File: config.mk
export PLATFORM = sky130hd
export DESIGN_NAME = corrbp_top
export DESIGN_NICKNAME = d
export VERILOG_FILES = /design/src/rtl/corrbp_pkg.sv /design/src/rtl/corrbp_ctrl.sv /design/src/rtl/corrbp_dpath.sv /design/src/rtl/corrbp_top.sv
export SDC_FILE = /design/constraint.sdc
export NUM_CORES = 1
export LEC_CHECK = 0
export CAP_MARGIN = 20
export CORE_MARGIN = 2
export CORE_UTILIZATION = 35
export DETAILED_ROUTE_END_ITERATION = 8
export PLACE_DENSITY = 0.58
export SYNTH_ARGS = -nofsm -noshare
export SYNTH_HDL_FRONTEND = slang
export SYNTH_SLANG_ARGS = --single-unit
File: constraint.sdc
create_clock -name clk -period 2 [get_ports clk]
set_input_delay 0.4 -clock clk [delete_from_list [all_inputs] [get_ports clk]]
set_output_delay 0.4 -clock clk [all_outputs]
set_load 0.01 [all_outputs]
File: src/rtl/corrbp_pkg.sv
package corrbp_pkg;
  localparam int HIST_W = 2;
  localparam int PAT_N  = 1 << HIST_W;

  typedef struct packed {
    logic             wrEn;
    logic [HIST_W-1:0] wrPos;
    logic             wrVal;
  } bpStrobe_t;

  // History {older,last} -> bit position in the packed {W,X,Y,Z} word
  function automatic logic [HIST_W-1:0] patPos(input logic [HIST_W-1:0] h);
    return {h[0], h[1]};
  endfunction
endpackage

File: src/rtl/corrbp_ctrl.sv
module corrbp_ctrl
  import corrbp_pkg::*;
(
  input  logic              clk,
  input  logic              rst,
  input  logic              updValid,
  input  logic              updTaken,
  output bpStrobe_t         stb,
  output logic [HIST_W-1:0] hist
);
  logic [HIST_W-1:0] histQ;

  always_ff @(posedge clk) begin
    if (rst)           histQ <= '0;
    else if (updValid) histQ <= {histQ[HIST_W-2:0], updTaken};
  end

  always_comb begin
    stb.wrEn  = updValid;
    stb.wrPos = patPos(histQ);
    stb.wrVal = updTaken;
  end

  assign hist = histQ;

  assert_hist_reset_R1: assert property (@(posedge clk) rst |=> hist == '0);
  assert_hist_shift_R6: assert property (@(posedge clk) disable iff (rst)
    updValid |=> hist == {$past(hist[0]), $past(updTaken)});
  assert_hist_idle_R7: assert property (@(posedge clk) disable iff (rst)
    !updValid |=> $stable(hist));
endmodule

File: src/rtl/corrbp_dpath.sv
module corrbp_dpath
  import corrbp_pkg::*;
#(
  parameter int ID_W = 2
) (
  input  logic              clk,
  input  logic              rst,
  input  bpStrobe_t         stb,
  input  logic [ID_W-1:0]   updId,
  input  logic [ID_W-1:0]   predId,
  input  logic [ID_W-1:0]   inspId,
  input  logic [HIST_W-1:0] hist,
  output logic              predTaken,
  output logic [PAT_N-1:0]  inspState
);
  localparam int NUM_BR = 1 << ID_W;

  logic [PAT_N-1:0] tbl [NUM_BR];

  always_ff @(posedge clk) begin
    for (int i = 0; i < NUM_BR; i++) begin
      if (rst) tbl[i] <= '0;
      else if (stb.wrEn && updId == ID_W'(i)) tbl[i][stb.wrPos] <= stb.wrVal;
    end
  end

  assign predTaken = tbl[predId][patPos(hist)];
  assign inspState = tbl[inspId];

  for (genvar g = 0; g < NUM_BR; g++) begin : gChk
    assert_entry_write_R4: assert property (@(posedge clk) disable iff (rst)
      (stb.wrEn && updId == ID_W'(g)) |=> tbl[g][$past(stb.wrPos)] == $past(stb.wrVal));
    assert_other_branch_R5: assert property (@(posedge clk) disable iff (rst)
      (stb.wrEn && updId != ID_W'(g)) |=> $stable(tbl[g]));
    assert_entry_idle_R7: assert property (@(posedge clk) disable iff (rst)
      !stb.wrEn |=> $stable(tbl[g]));
    assert_entry_reset_R1: assert property (@(posedge clk) rst |=> tbl[g] == '0);
  end
endmodule

File: src/rtl/corrbp_top.sv
module corrbp_top
  import corrbp_pkg::*;
#(
  parameter int ID_W = 2
) (
  input  logic            clk,
  input  logic            rst,
  input  logic [ID_W-1:0] predId,
  output logic            predTaken,
  input  logic            updValid,
  input  logic [ID_W-1:0] updId,
  input  logic            updTaken,
  input  logic [ID_W-1:0] inspId,
  output logic [3:0]      inspState,
  output logic [1:0]      histOut
);
  bpStrobe_t stb;

  corrbp_ctrl ctrl_i (
    .clk(clk), .rst(rst), .updValid(updValid), .updTaken(updTaken),
    .stb(stb), .hist(histOut)
  );

  corrbp_dpath #(.ID_W(ID_W)) dpath_i (
    .clk(clk), .rst(rst), .stb(stb), .updId(updId), .predId(predId),
    .inspId(inspId), .hist(histOut), .predTaken(predTaken), .inspState(inspState)
  );
endmodule

==> results.toml, run 1 <==
[power_and_ir_drop]
leakagePower_uw = 0.000554
p_sw_uw = 185
p_int_uw = 576
p_sw_frac = 0.243
pwr-share-comb = 0.197
p_per_area_nw_per_um2 = 558
p_clk_frac = 0.233
power_frac_seq = 0.570
vdd_drop_max_mv = 0.324

[logic_synthesis]
ys_warn_count = 0
ys_seq_area_frac = 0.485
synthTopCellsByArea = "edfxtp_1, mux4_2, mux4_1"
syn-cell-area_sq_um = 1070
synth_top_area_share = 0.448
ys_ff_latch = 18
synth_cell_type_count = 22
syn-num-nets = 98
syn_avg_cell_area_sq_um = 12.2
yosysTopAreaCell = "edfxtp_1"
netlist_instances = 88

[global_routing]
grt_max_degree = 20
grt_pass1_wl_mm = 4.08
antenna_found_initial = 0
grt.overflow.total = 0
grtUsageTotal = 0.161
grt_pass1_vias = 860

[floorplanning]
coreArea_sq_um = 2980
start_util = 0.361
pin_count = 17
die_x_um = 59.4
rows = 20
die_y_um = 59.4
die-area_sq_um = 3530

[timing]
max-slew-margin-rel = 0.765
fin_skew_ns = 0.00388
max_freq_mhz = 505
rsz0062_at_grt = "true"
fin_crit_sh = 0.990
layout_min_cycle_time_ns = 1.98
drv_slew = 0
finalHoldViolations = 0
tightest_slew_ns = 0.352
setup_viol = 0

[hold_path]
min_path_cells = 3
holdCritStartpoint = "ctrl_i.hist[0]"
hold_end = "ctrl_i.hist[0]"
hold_class = "reg -> reg"

[finish]
finalNonFillerCells = 149
fillers = 282
syn_to_final_growth_pct = 26.8
post-route-util = 0.457
drive_above_1_share = 0.267
antenna_cells = 0
final_net_count = 128
final_area_sq_um = 1360

[placed_design]
port_buffers = 16
dp_hpwl_mm = 1.97
placed_cell_area_sq_um = 1360
place_congestion = 0.792
dp.cells = 146

[worst_setup_path]
regToRegSetupSlack_ns = 0.69
arrival_ns = 1.58
worstPathMaxFanout = 2
cp_num_cells = 4
rr_endpoint = "dpath_i.tbl[3][1]"
reg2regPathDepth = 3
r2r-start = "ctrl_i.hist[1]"
crit_path_cell_trace = "mux4_2 > a22oi_2 > nand3_1 > buf_2"
critPathLaunchType = "register"
worst_path_max_delay_cell = "mux4_2"
required_ns = 1.60
crit_buf_inv = 1
crit_path_max_incr_delay_ns = 0.50
critPathTopFamily = "multiplexers"
endpoint_kind = "output port"
critPathKind = "reg -> out"

[clock_network]
cts_tree = "yes"
h-tree-depth = 1
cts_num_sinks = 18
cts_hold_buffers = 0
post_cts_buffers = 0
clk_latency_ns = 0.29
clk_pin_slew_ns = 0.10
cts_root_buf = "clkbuf_4"
cts_buffer_depth = 2
cts_made_buffers = 3

[detailed_routing]
routed_wl_mm = 2.47
via_per_inst = 5.37
dr.pass1.iters = 4
drc_errors = 0
vias = 800
antenna_left = 0
routedWlPerCell_um = 16.6
first_iter_violations = 16

[outcome]
status = "complete, no violations"

[job]
max-cap-violations = 0
## what timing repair did
action	4_1_cts	5_1_grt
setup endpoints to repair	5	1
pin swaps	1	0
resized for setup	27	1
## how the worst max path moves through the flow
stage	start	endpoint	slack, ns
floorplan	predId[0]	predTaken	0.41
global placement	predId[0]	predTaken	-0.67
detailed placement	predId[0]	predTaken	-0.71
CTS	predId[0]	predTaken	0.003
global route	dpath_i.tbl[3][0]	predTaken	-0.06
finish	dpath_i.tbl[3][0]	predTaken	0.02
## kinds of logic (layout without fill, tap and decap cells)
kind of cell	Yosys count	in the layout	share of synthesized area
AND/OR/NAND/NOR	38	38	0.168
flip-flops	18	18	0.485
AO/OA/AOI/OAI	17	17	0.131
multiplexers	10	10	0.197
buffers and inverters	5	33	0.0198
## power groups by stage
stage          Clock (uW)  Sequential (uW)  Combinational [uW]
2_1_floorplan           0              437                80.7
3_3_place_gp            0              441                 155
3_5_place_dp            0              442                 159
4_1_cts               174              433                 151
5_1_grt               189              435                 163
6_report              177              433                 150
## placed cells by master (no fill, tap or decap), drive strengths merged
cell / count
a21o: 9
a22oi: 1
a41o: 3
and2: 1
and2b: 1
buf: 19
clkbuf: 3
clkdlybuf4s15: 1
clkdlybuf4s50: 8
dfxtp: 2
dlygate4sd2: 2
edfxtp: 16
mux2i: 2
mux4: 8
nand2: 6
nand2b: 1
nand3: 3
nand3b: 1
nand4b: 1
nor2: 20
nor2b: 2
nor3b: 1
o21bai: 4
or2: 1
## state kept, by name (all words and copies together), names as in the netlist
name / flops
ctrl_i.hist: 2
dpath_i.tbl: 16
## through the flow
stage / hold WS (ns) / setup slack [ns] / power [uW] / TNS, ns
finish: 0.736 / 0.0203 / 760 / 0
global route: 0.796 / -0.0579 / 787 / -0.0579
CTS: 0.738 / 0.00287 / 758 / 0
detailed placement: 0.718 / -0.715 / 600 / -2.27
global placement: 0.718 / -0.671 / 596 / -2.25
floorplan: 0.547 / 0.408 / 518 / 0
## per-layer routing
| layer | vias up | share of wire | track usage |
|---|---|---|---|
| met2 | 23 | 0.49 | 0.265 |
| met4 | 0 | 0.0077 | 0.0747 |
| met5 | - | 0 | 0 |
| li1 | 394 | - | - |
| met1 | 381 | 0.47 | 0.206 |
| met3 | 2 | 0.034 | 0.0240 |
## layout make-up
class	count	area, sq um	share of cell area
repair buffers	30	249	0.183
multi-input cells	65	528	0.388
flip-flops and latches	18	520	0.382
clock buffers	3	22.5	0.0165
well taps	33	41.3	0.0303
## worst reg2reg max path, delay by kind of cell, from the launching register on
kind,cells,cell delay [ns]
AOI/OAI and AO/OA,1,0.18
buffers and inverters,1,0.18
DFF,1,0.44
and+or+nand+nor,1,0.25
## cell usage after synthesis
cell type,n
nor2_1,20
edfxtp_1,16
a21o_1,9
nand2_1,6
mux4_2,5
o21bai_1,4
a41o_1,3
clkbuf_1,3
mux4_1,3
nand3_1,3
buf_2,2
dfxtp_1,2
mux2i_1,2
nor2b_1,2
a22oi_2,1
and2_1,1
and2b_1,1
nand2b_1,1
nand3b_1,1
nand4b_1,1
nor3b_2,1
or2_1,1
Note: power is estimated with default switching activity, not from simulation.
==> run 2: changes to the inputs <==
--- a/config.mk
+++ b/config.mk
@@ -8,6 +8,7 @@
 export CAP_MARGIN = 20
 export CORE_MARGIN = 2
 export CORE_UTILIZATION = 35
+export CTS_CLUSTER_DIAMETER = 100
 export DETAILED_ROUTE_END_ITERATION = 8
 export PLACE_DENSITY = 0.58
 export SYNTH_ARGS = -nofsm -noshare
==> results of run 2 <==
The final DEF is identical to that of run 1; final timing and power are the same.
==> run 3: changes to the inputs <==
--- a/config.mk
+++ b/config.mk
@@ -7,10 +7,10 @@
 export LEC_CHECK = 0
 export CAP_MARGIN = 20
 export CORE_MARGIN = 2
-export CORE_UTILIZATION = 35
+export CORE_UTILIZATION = 40
 export CTS_CLUSTER_DIAMETER = 100
 export DETAILED_ROUTE_END_ITERATION = 8
-export PLACE_DENSITY = 0.58
+export PLACE_DENSITY = 0.64
 export SYNTH_ARGS = -nofsm -noshare
 export SYNTH_HDL_FRONTEND = slang
 export SYNTH_SLANG_ARGS = --single-unit
==> run 3 against run 2 <==
Register-to-register slack worse by 0.08 ns. Largest power group unchanged. Critical path depth is 1 higher. Setup slack worse by 0.0085 ns. Utilization rose by 9.9 points. Critical endpoint unchanged. Combinational power is essentially flat. Highest routed layer unchanged. Sequential power barely moved. Clock skew about the same. Clock power increased by 27%. First-iteration DRC count increased by 63%. Via count is 2.3% higher.
==> results.toml, run 3 (same netlist as run 1, synthesis figures left out) <==
[detailed_routing]
routed_wl_mm = 2.35
vias = 818
drc_errors = 0
via_per_inst = 5.49
dr.pass1.iters = 4
routedWlPerCell_um = 15.8
first_iter_violations = 26
antenna_left = 0

[timing]
drv_slew = 0
setup_viol = 0
fin_crit_sh = 0.994
fin_skew_ns = 0.00349
max-slew-margin-rel = 0.775
tightest_slew_ns = 0.337
finalHoldViolations = 0
rsz0062_at_grt = "true"
setup_ws_ns = 0.0118
tns_ns = 0
max_freq_mhz = 503
layout_min_cycle_time_ns = 1.99

[power_and_ir_drop]
p_int_uw = 619
p_clk_frac = 0.278
power_frac_seq = 0.536
p_per_area_nw_per_um2 = 582
leakagePower_uw = 0.000575
vdd_drop_max_mv = 0.279
fin_total_pwr_uw = 809
p_sw_frac = 0.235
pwr-share-comb = 0.185
p_sw_uw = 190

[worst_setup_path]
worstPathMaxFanout = 4
reg2regPathDepth = 3
required_ns = 1.60
critPathLaunchType = "input port"
r2r-start = "ctrl_i.hist[1]"
regToRegSetupSlack_ns = 0.61
critPathKind = "in -> out"
rr_endpoint = "dpath_i.tbl[3][1]"
arrival_ns = 1.59
setup.worst_path.start = "predId[0]"
endpoint_kind = "output port"

[clock_network]
cts_made_buffers = 3
clk_latency_ns = 0.30
cts_num_sinks = 18
clk_pin_slew_ns = 0.10
cts_root_buf = "clkbuf_4"
cts_hold_buffers = 0
cts_tree = "yes"
h-tree-depth = 1
cts_buffer_depth = 2

[hold_path]
hold_class = "reg -> reg"
hold_end = "ctrl_i.hist[1]"
holdCritStartpoint = "ctrl_i.hist[1]"
min_path_cells = 2

[finish]
regArea_sq_um = 520
final_cell_mix = "nor2_1, edfxtp_1, buf_4, a21o_1, clkdlybuf4s50_1"
final_area_sq_um = 1390
largest_register_ffs = 16
regMostFlops = "dpath_i.tbl"
antenna_cells = 0
final_net_count = 130
drive_above_1_share = 0.277
final_common_cell = "nor2_1"
multi_input_area_sq_um = 532
syn_to_final_growth_pct = 29.5
fillers = 230
post-route-util = 0.556

[floorplanning]
die_x_um = 55.8
rows = 18
start_util = 0.429
pin_count = 17
coreArea_sq_um = 2500
die_y_um = 55.8
die-area_sq_um = 3110

[placed_design]
placed_cell_area_sq_um = 1360
pre_cts_slack_ns = -0.724
place_congestion = 0.774
port_buffers = 16
dp_hpwl_mm = 1.88

[global_routing]
grtUsageTotal = 0.173
antenna_found_initial = 0
grt_pass1_vias = 845
grt_max_degree = 12
grt_pass1_wl_mm = 4.15
grt.overflow.total = 0

[job]
max-cap-violations = 0

[outcome]
status = "complete, no violations"
[run 3: cell count changes in the layout (fill, tap and decap cells not counted)]
cell	change
buf_4	+2
clkbuf_8	+1
mux4_1	+1
mux4_2	-1
[run 3: what timing repair did]
item / 4_1_cts / 5_1_grt
resized for setup: 27 / 0
endpoints found under the setup margin: 5 / 1
setup buffers: 1 / 0
pin swaps: 2 / 0
gates cloned: 0 / 0
[run 3: power groups by stage]
stage                     Combinational [uW]  Clock (uW)  Sequential, uW
final                                    150         225             434
after global routing                     164         249             436
after CTS                                152         230             434
after detailed placement                 158           0             442
after global placement                   154           0             443
after floorplan                         80.7           0             437
[run 3: worst max-delay path, stage by stage]
cell and delay (ns):
clkdlybuf4s15_2 0.25, mux4_1 0.58, a22oi_2 0.14, nand3_1 0.08, buf_2 0.14
[run 3: per-stage QoR]
stage,hold WS [ns],std cells
6_report,0.637,149
5_1_grt,0.689,149
4_1_cts,0.646,149
3_5_place_dp,0.629,144
3_3_place_gp,0.630,144
2_1_floorplan,0.547,88
[run 3: final cells by class]
cell class	count	area share
multi-input combinational	65	0.383
sequential	18	0.374
timing repair buffer	32	0.190
tap	30	0.0270
clock buffer	4	0.0261
[run 3: worst max-delay path by stage]
stage | cells after the start | endpoint | slack, ns
final | 5 | predTaken | 0.01
after global routing | 4 | predTaken | -0.1
after CTS | 4 | predTaken | -0.009
after detailed placement | 5 | predTaken | -0.72
after global placement | 5 | predTaken | -0.67
after floorplan | 3 | predTaken | 0.41
[run 3: layer usage]
metal	vias to the layer above	global-route usage	routed length [um]
met4	0	0.0732	42
met2	27	0.279	1120
met1	387	0.232	1060
met3	5	0.0256	132
li1	399	-	-
met5	-	0	0
